<file path="src/rtl/sbm_pkg.sv">
package sbm_pkg;

  typedef enum logic [2:0] {
    PH_OPC,
    PH_ADR,
    PH_MRD,
    PH_MWR,
    PH_SRD,
    PH_SWR,
    PH_IDLE
  } phase_t;

  typedef enum logic [2:0] {
    OP_NONE,
    OP_SETEN,
    OP_CLREN,
    OP_RDST,
    OP_WRST,
    OP_RDMEM,
    OP_WRMEM,
    OP_SLEEP
  } cmd_t;

  localparam logic [7:0] CODE_SETEN = 8'h06;
  localparam logic [7:0] CODE_CLREN = 8'h04;
  localparam logic [7:0] CODE_RDST  = 8'h05;
  localparam logic [7:0] CODE_WRST  = 8'h01;
  localparam logic [7:0] CODE_RDMEM = 8'h03;
  localparam logic [7:0] CODE_WRMEM = 8'h02;
  localparam logic [7:0] CODE_SLEEP = 8'hB9;

  function automatic cmd_t decode_op(input logic [7:0] b);
    case (b)
      CODE_SETEN: decode_op = OP_SETEN;
      CODE_CLREN: decode_op = OP_CLREN;
      CODE_RDST:  decode_op = OP_RDST;
      CODE_WRST:  decode_op = OP_WRST;
      CODE_RDMEM: decode_op = OP_RDMEM;
      CODE_WRMEM: decode_op = OP_WRMEM;
      CODE_SLEEP: decode_op = OP_SLEEP;
      default:    decode_op = OP_NONE;
    endcase
  endfunction

endpackage

</file>
<file path="src/rtl/sbm_pin_sampler.sv">
module sbm_pin_sampler #(
  parameter int SYNC_STAGES = 2
) (
  input  logic clk,
  input  logic rst_n,
  input  logic sck,
  input  logic cs_n,
  input  logic mosi,
  output logic sck_rise,
  output logic sck_fall,
  output logic cs_hi,
  output logic cs_rise,
  output logic mosi_s
);

  // bit 0: clock, bit 1: select, bit 2: data
  logic [2:0] pipe [SYNC_STAGES];
  logic       sck_last;
  logic       cs_last;

  always_ff @(posedge clk or negedge rst_n) begin
    if (!rst_n) begin
      for (int i = 0; i < SYNC_STAGES; i++) pipe[i] <= 3'b010;
      sck_last <= 1'b0;
      cs_last  <= 1'b1;
    end else begin
      pipe[0] <= {mosi, cs_n, sck};
      for (int i = 1; i < SYNC_STAGES; i++) pipe[i] <= pipe[i-1];
      sck_last <= pipe[SYNC_STAGES-1][0];
      cs_last  <= pipe[SYNC_STAGES-1][1];
    end
  end

  assign sck_rise = pipe[SYNC_STAGES-1][0] & ~sck_last;
  assign sck_fall = ~pipe[SYNC_STAGES-1][0] & sck_last;
  assign cs_hi    = pipe[SYNC_STAGES-1][1];
  assign cs_rise  = pipe[SYNC_STAGES-1][1] & ~cs_last;
  assign mosi_s   = pipe[SYNC_STAGES-1][2];

endmodule

</file>
<file path="src/rtl/sbm_addr_ctr.sv">
module sbm_addr_ctr #(
  parameter int ADDR_W = 18
) (
  input  logic              clk,
  input  logic              rst_n,
  input  logic              clear,
  input  logic              shift_en,
  input  logic              shift_bit,
  input  logic              inc,
  output logic [ADDR_W-1:0] addr
);

  // Shifting all address bits through keeps only the last ADDR_W of them.
  always_ff @(posedge clk or negedge rst_n) begin
    if (!rst_n)        addr <= '0;
    else if (clear)    addr <= '0;
    else if (shift_en) addr <= {addr[ADDR_W-2:0], shift_bit};
    else if (inc)      addr <= addr + 1'b1;
  end

endmodule

</file>
<file path="src/rtl/sbm_tx_shift.sv">
module sbm_tx_shift (
  input  logic       clk,
  input  logic       rst_n,
  input  logic       clear,
  input  logic       load,
  input  logic       shift,
  input  logic [7:0] din,
  output logic       bit_out
);

  logic [7:0] tx;

  always_ff @(posedge clk or negedge rst_n) begin
    if (!rst_n)     tx <= '0;
    else if (clear) tx <= '0;
    else if (load)  tx <= din;
    else if (shift) tx <= {tx[6:0], 1'b0};
  end

  assign bit_out = tx[7];

endmodule

</file>
<file path="src/rtl/sbm_cmd_engine.sv">
module sbm_cmd_engine
  import sbm_pkg::*;
#(
  parameter int ADDR_W      = 18,
  parameter int ADDR_BYTES  = 3,
  parameter int SYNC_STAGES = 2
) (
  input  logic              clk,
  input  logic              rst_n,
  input  logic              spi_sck,
  input  logic              spi_cs_n,
  input  logic              spi_mosi,
  output logic              spi_miso,
  output logic              spi_miso_oe,
  output logic [ADDR_W-1:0] mem_addr,
  output logic [7:0]        mem_wdata,
  output logic              mem_we,
  input  logic [7:0]        mem_rdata,
  input  logic              prot_mem_ok,
  input  logic              prot_stat_ok,
  input  logic [7:0]        prot_status,
  output logic              stat_we,
  output logic [7:0]        stat_wdata,
  output logic              ev_en_set,
  output logic              ev_en_clr,
  output logic              ev_sleep
);

  localparam int AB_W = (ADDR_BYTES > 1) ? $clog2(ADDR_BYTES) : 1;
  localparam logic [AB_W-1:0] AB_LAST = AB_W'(ADDR_BYTES - 1);

  logic sck_rise, sck_fall, cs_hi, cs_rise, mosi_s;

  sbm_pin_sampler #(.SYNC_STAGES(SYNC_STAGES)) i_pins (
    .clk      (clk),
    .rst_n    (rst_n),
    .sck      (spi_sck),
    .cs_n     (spi_cs_n),
    .mosi     (spi_mosi),
    .sck_rise (sck_rise),
    .sck_fall (sck_fall),
    .cs_hi    (cs_hi),
    .cs_rise  (cs_rise),
    .mosi_s   (mosi_s)
  );

  phase_t          ph;
  cmd_t            cmd;
  logic [2:0]      bitc;
  logic [AB_W-1:0] abyte;
  logic [6:0]      rx;
  logic [7:0]      byte_in;
  logic            drive;
  logic            we_q;
  logic            st_q;
  logic            rise_act, fall_act;
  logic            out_phase;

  assign byte_in   = {rx, mosi_s};
  assign rise_act  = sck_rise & ~cs_hi;
  assign fall_act  = sck_fall & ~cs_hi;
  assign out_phase = (ph == PH_MRD) || (ph == PH_SRD);

  always_ff @(posedge clk or negedge rst_n) begin
    if (!rst_n) begin
      ph         <= PH_OPC;
      cmd        <= OP_NONE;
      bitc       <= '0;
      abyte      <= '0;
      rx         <= '0;
      drive      <= 1'b0;
      we_q       <= 1'b0;
      st_q       <= 1'b0;
      mem_wdata  <= '0;
      stat_wdata <= '0;
      ev_en_set  <= 1'b0;
      ev_en_clr  <= 1'b0;
      ev_sleep   <= 1'b0;
    end else begin
      we_q      <= 1'b0;
      st_q      <= 1'b0;
      ev_en_set <= cs_rise && (cmd == OP_SETEN);
      ev_en_clr <= cs_rise && ((cmd == OP_CLREN) || (cmd == OP_WRST) || (cmd == OP_WRMEM));
      ev_sleep  <= cs_rise && (cmd == OP_SLEEP);
      if (cs_hi) begin
        ph    <= PH_OPC;
        cmd   <= OP_NONE;
        bitc  <= '0;
        abyte <= '0;
        drive <= 1'b0;
      end else if (sck_rise) begin
        bitc <= bitc + 1'b1;
        rx   <= byte_in[6:0];
        case (ph)
          PH_OPC: if (bitc == 3'd7) begin
            cmd <= decode_op(byte_in);
            case (decode_op(byte_in))
              OP_RDST:           ph <= PH_SRD;
              OP_WRST:           ph <= PH_SWR;
              OP_RDMEM, OP_WRMEM: ph <= PH_ADR;
              default:           ph <= PH_IDLE;
            endcase
          end
          PH_ADR: if (bitc == 3'd7) begin
            abyte <= abyte + 1'b1;
            if (abyte == AB_LAST) ph <= (cmd == OP_RDMEM) ? PH_MRD : PH_MWR;
          end
          PH_MWR: if (bitc == 3'd7) begin
            we_q      <= 1'b1;
            mem_wdata <= byte_in;
          end
          PH_SRD: if (bitc == 3'd7) ph <= PH_IDLE;
          PH_SWR: if (bitc == 3'd7) begin
            st_q       <= 1'b1;
            stat_wdata <= byte_in;
            ph         <= PH_IDLE;
          end
          default: ;
        endcase
      end else if (sck_fall && out_phase) begin
        drive <= 1'b1;
      end
    end
  end

  // Address: shifted in during the address phase, stepped after each data byte.
  logic addr_inc;
  assign addr_inc = we_q | (rise_act & (ph == PH_MRD) & (bitc == 3'd7));

  sbm_addr_ctr #(.ADDR_W(ADDR_W)) i_addr (
    .clk       (clk),
    .rst_n     (rst_n),
    .clear     (cs_hi),
    .shift_en  (rise_act & (ph == PH_ADR)),
    .shift_bit (mosi_s),
    .inc       (addr_inc),
    .addr      (mem_addr)
  );

  sbm_tx_shift i_tx (
    .clk     (clk),
    .rst_n   (rst_n),
    .clear   (cs_hi),
    .load    (fall_act & out_phase & (bitc == 3'd0)),
    .shift   (fall_act & out_phase & (bitc != 3'd0)),
    .din     ((ph == PH_SRD) ? prot_status : mem_rdata),
    .bit_out (spi_miso)
  );

  assign spi_miso_oe = drive & out_phase;
  assign mem_we      = we_q & prot_mem_ok;
  assign stat_we     = st_q & prot_stat_ok;

endmodule

</file>
<file path="config.mk">
export PLATFORM = sky130hd
export DESIGN_NAME = sbm_cmd_engine
export DESIGN_NICKNAME = d
export VERILOG_FILES = /design/src/rtl/sbm_pkg.sv /design/src/rtl/sbm_pin_sampler.sv /design/src/rtl/sbm_addr_ctr.sv /design/src/rtl/sbm_tx_shift.sv /design/src/rtl/sbm_cmd_engine.sv
export SDC_FILE = /design/constraint.sdc
export NUM_CORES = 1
export LEC_CHECK = 0
export CELL_PAD_IN_SITES_DETAIL_PLACEMENT = 1
export CELL_PAD_IN_SITES_GLOBAL_PLACEMENT = 1
export CORE_MARGIN = 10
export CORE_UTILIZATION = 41
export DETAILED_ROUTE_END_ITERATION = 6
export PLACE_DENSITY_LB_ADDON = 0.12
export SLEW_MARGIN = 20
export SYNTH_ARGS = -nofsm -noshare
export SYNTH_HDL_FRONTEND = slang
export SYNTH_SLANG_ARGS = --single-unit
</file>
<file path="constraint.sdc">
create_clock -name clk -period 2.4 [get_ports clk]
set_input_delay 0.36 -clock clk [delete_from_list [all_inputs] [get_ports clk]]
set_output_delay 0.36 -clock clk [all_outputs]
set_load 0.05 [all_outputs]
</file>
[After elaboration in Yosys (flattened, before gate mapping)]
Cells that the tools add are included.
Storage, ports and cells
  register bits after elaboration: 74
  bits in latches: 0
  memory bits (writable): 0
  bits in read-only memories: 0
  input bits: 23
  word-level logic and storage cells: 135
  memories: 0
Operators by class
  add/sub/neg operators: 3
  multipliers: 0
  divide/modulo/power cells: 0
  magnitude comparators: 0
  eq/ne operators: 29
  shift operators: 0
  multiplexer cells: 38
  bitwise operators: 19
  reductions and logical operators: 27
Operators by type and width (count)
  two-way mux 18 bit: 3
  two-way mux 3 bit: 13
  two-way mux 8 bit: 4
  equality test 3 bit, second input constant: 10
  equality test 8 x 3 -> 1 bit, second input constant: 3
  one-hot mux 3 bit (7 select lines): 1
  adder 18 x 1 -> 18 bit, second input constant: 1
  one-hot mux 3 bit (3 select lines): 2
  equality test 8 x 2 -> 1 bit, second input constant: 2
  bitwise AND 1 bit: 14
  equality test 3 x 2 -> 1 bit, second input constant: 4
  two-way mux 1 bit: 11
  nonzero test 2 bit: 5
  != test 3 x 2 -> 1 bit, second input constant: 3
  nonzero test 3 bit: 3
  equality test 8 x 1 -> 1 bit, second input constant: 1
  equality test 8 bit, second input constant: 1
  two-way mux 2 bit: 4
  AND reduction 4 bit: 2
  equality test 3 x 1 -> 1 bit, second input constant: 2
  zero test 3 bit: 2
  AND reduction 3 bit: 2
  AND reduction 6 bit: 1
  logical AND 1 bit: 4
  other kinds (11): 18

[Logic depth before layout (Yosys ltp)]
  depth in word-level cells: 13
  mapped depth: 8
  depth with buffers taken out: 6

[Cells and area by module]
A second synthesis with hierarchy kept.
Second synthesis, totals
  cells, all modules: 352
  area, all modules: 3807.4 µm²
By module, submodules not included
  sbm_cmd_engine: times used 1, cells an instance 173, area an instance 2019.4 µm²
  sbm_addr_ctr: times used 1, cells an instance 133, area an instance 1153.6 µm²
  sbm_tx_shift: times used 1, cells an instance 35, area an instance 409.1 µm²
  sbm_pin_sampler: times used 1, cells an instance 11, area an instance 225.2 µm²

[Worst setup path after synthesis]
Ideal clock, no wire load.
  kind: reg2reg
  from: register i_addr.addr[7]
  to: register i_addr.addr[16]
  setup time: 0.072 ns
  arrival: 2.034 ns
  path slack: 0.293 ns
  cell stages (with the launch flop): 6
  path buffers: 1
  period minus slack after synthesis: 2.107 ns
  cells stage by stage: dfrtp_1 nand4_2 or3_1 buf_2 or4_1 nand4_1
On the way
  cells in the longest elaborated chain, start to end: 4
Ends and longest elaborated chain
  start, declared: line sbm_addr_ctr.sv:10  | output logic [ADDR_W-1:0] addr
  start signal, assigned: line sbm_addr_ctr.sv:17  | else if (shift_en) addr <= {addr[ADDR_W-2:0], shift_bit};
  start signal, assigned: line sbm_addr_ctr.sv:18  | else if (inc) addr <= addr + 1'b1;
  adder 18 x 1 -> 18 bit: line sbm_addr_ctr.sv:18
  two-way mux 18 bit: line sbm_addr_ctr.sv:18
  two-way mux 18 bit: line sbm_addr_ctr.sv:17
  two-way mux 18 bit: line sbm_addr_ctr.sv:16  | else if (clear) addr <= '0;
Every way passes these cells. The select of a mux whose other input is x is not followed.
A chain may end at the register's enable or synchronous reset.

[Final worst setup path]
  from: register bitc[0]
  to: register i_addr.addr[11]
On the way
  cells in the longest elaborated chain, start to end: 4
Ends and longest elaborated chain
  start, declared: line sbm_cmd_engine.sv:49  | logic [2:0] bitc;
  start signal, assigned: line sbm_cmd_engine.sv:92  | bitc <= bitc + 1'b1;
  equality test 3 bit: line sbm_cmd_engine.sv:128  | assign addr_inc = we_q | (rise_act & (ph == PH_MRD) & (bitc == 3'd7));
  bitwise AND 1 bit: line sbm_cmd_engine.sv:128
  bitwise OR 1 bit: line sbm_cmd_engine.sv:128
  nonzero test 3 bit (no source line)
Every way passes these cells.

==> run metrics <==
synthesized instance count 379; dpl cells 536; CP endpoint kind flip-flop; final slew viol count 0; Total Neg Setup Slack 0 ps; Design Power 2.87 mW; Resized Gates After CTS 0; critical-path maximum fanout 13; period utilization 90.6%; Syn Std Cell Area 3780 sq um; wire length per cell 19.1 microns; Rows 34; commonest non-fill, non-tap cells in the layout dfrtp_1, clkdlybuf4s50_1, nand2_1, nor2_1, mux2_2; EDFF count, synth 0; Root Buffer clkbuf_8; gr ovfl total 0; First-pass DRT Iterations 4; unrepaired setup endpoints after global routing false; Synth Net Count 407; clk_lat worst skew 360 ps; Die ar. 13,500 sq um; Seq cells post-synth 74; critical path start-end classification flip-flop to flip-flop; post-route minimum period 2180 ps; final clock skew 12.4 ps; Final ANT Viol Nets 0; CTS tree done; Final Hold Vio Count 0; Post-DP HPWL 7.65 mm; post-layout util 54.2%; number of global-route vias before repair 3,448; Max Cap Viol 0; final net count 468; status finished clean; most common flop cell mapped by yosys dfrtp_1; Critical Path RT 2680 ps; register clock-pin slew on the reported worst setup and hold paths 80 ps; DRC viols 0; GPL Wtd Cong 0.815; count of cell types in the netlist 55; Hold Crit Class flip-flop to flip-flop; largest net degree at the start of global routing 46; Hold Buf Count CTS 1; Leakage 1.95 nW; pwr dens 597 nW/um^2; Synth async-reset ratio 100%; slew at the pin closest to its max-slew limit 587 ps; routed via count 3,207; layout cells sized above 1 14.4%; count of input and output buffers 63; clk buf depth 2; Finished Layout Cells 553; Ports 64; slew margin rel. 60.5%; Die Span Y 116 microns; ant diodes 0; CP arrival 2450 ps; VDD IR-drop max 0.389 mV; Synthesis Warnings 0; Post-Route WL 10.6 mm; Peak Freq 460 MHz; drt initial violations 139; dpl ws 263 ps; Core ar. 8850 sq um; mean area per synthesized cell 9.97 sq um; Startpoint Class flip-flop; Starting Density 42.7%; fillers 996; Seq/Total Area, Yosys 49.1%; die width 116 microns; commonest non-fill, non-tap cell in the layout dfrtp_1; H-tree level count 3; CTS Buf Count 9; routed vias/inst 5.80; first-pass GRT wire length 18.0 mm; Final WS setup 225 ps; CTS Sinks 74; Area growth syn-to-layout 26.9%; gr usage total 16.5%; setup violators final 0; setup repair bufs after CTS 0; initial antenna violation count 0
-- path summary, 6_finish.rpt --
kind,start,end,slack [ps],cells past startpoint
max,bitc[0],i_addr.addr[11],220,7
min,i_pins.pipe[5],i_pins.mosi_s,370,0
max reg2reg,bitc[0],i_addr.addr[11],220,7
min reg2reg,i_pins.pipe[5],i_pins.mosi_s,370,0
max in group asynchronous,rst_n,i_pins.pipe[4],1300,3
min in group asynchronous,rst_n,i_addr.addr[8],470,2
-- where the power goes --
| part | switching (mW) | internal, mW | leakage [nW] |
|---|---|---|---|
| combinational | 0.124 | 0.122 | 0.833 |
| sequential | 0.107 | 1.30 | 1.00 |
| clock | 0.513 | 0.700 | 0.120 |
| total | 0.744 | 2.12 | 1.95 |
-- area by class of cell --
type | count | area (sq um) | area share, %
Clock inverter | 7 | 124 | 2.58
Sequential cell | 74 | 1860 | 38.7
Inverter | 13 | 48.8 | 1.02
Multi-Input combinational cell | 265 | 1770 | 36.9
Clock buffer | 9 | 124 | 2.58
Tap cell | 108 | 135 | 2.82
Timing Repair Buffer | 77 | 741 | 15.4
-- worst max-delay path, cell delays in order, from the launching register on --
cell,delay (ps)
dfrtp_1,400
ha_1,180
ha_1,200
and3b_1,220
a31oi_1,90
buf_4,190
or4_2,640
a31oi_1,180
-- registers in the layout, indices dropped and copies added (netlist names), 2 cells and up --
register / cells
i_pins.pipe: 4
rx: 7
ph: 3
abyte: 2
mem_wdata: 8
bitc: 3
stat_wdata: 8
i_addr.addr: 18
cmd: 3
i_tx.tx: 8
-- logic make-up (layout without fill, tap and decap cells) --
group	after synthesis	after routing	share of synthesized area [%]
buf+inv	40	106	4.20
compound gates	74	74	14.0
simple gates	152	152	21.5
fa+ha+maj	5	5	1.66
flops	74	74	49.1
mux	29	29	8.34
xor+xnor	5	5	1.16
-- metrics by stage --
stage | instance area, sq um | hold WS (ps)
2_1_floorplan | 3780 | 64.4
3_3_place_gp | 4540 | 324
3_5_place_dp | 4540 | 320
4_1_cts | 4800 | 376
5_1_grt | 4800 | 389
6_report | 4800 | 373
-- cell usage after synthesis, drive strengths merged (8+ instances only) --
| cell type | number | area, sq um |
|---|---|---|
| a22o | 10 | 87.6 |
| o21ai | 16 | 80.1 |
| nand2 | 40 | 150 |
| mux2i | 9 | 90.1 |
| inv | 13 | 48.8 |
| nor2 | 26 | 97.6 |
| clkbuf | 19 | 71.3 |
| mux2 | 20 | 225 |
| or3 | 8 | 51.3 |
| nand3 | 11 | 55.1 |
| buf | 8 | 38.8 |
| dfrtp | 71 | 1780 |
| nand4 | 11 | 75.1 |
-- per-layer routing --
layer  vias up  global-route usage (%)  wire (microns)
li1       1509                       -               -
met1      1615                    21.3            4840
met2        77                    26.4            5030
met3         6                    5.22             660
met4         0                    3.92              60
met5         -                       0               0
Note: power is estimated with default switching activity, not from simulation.
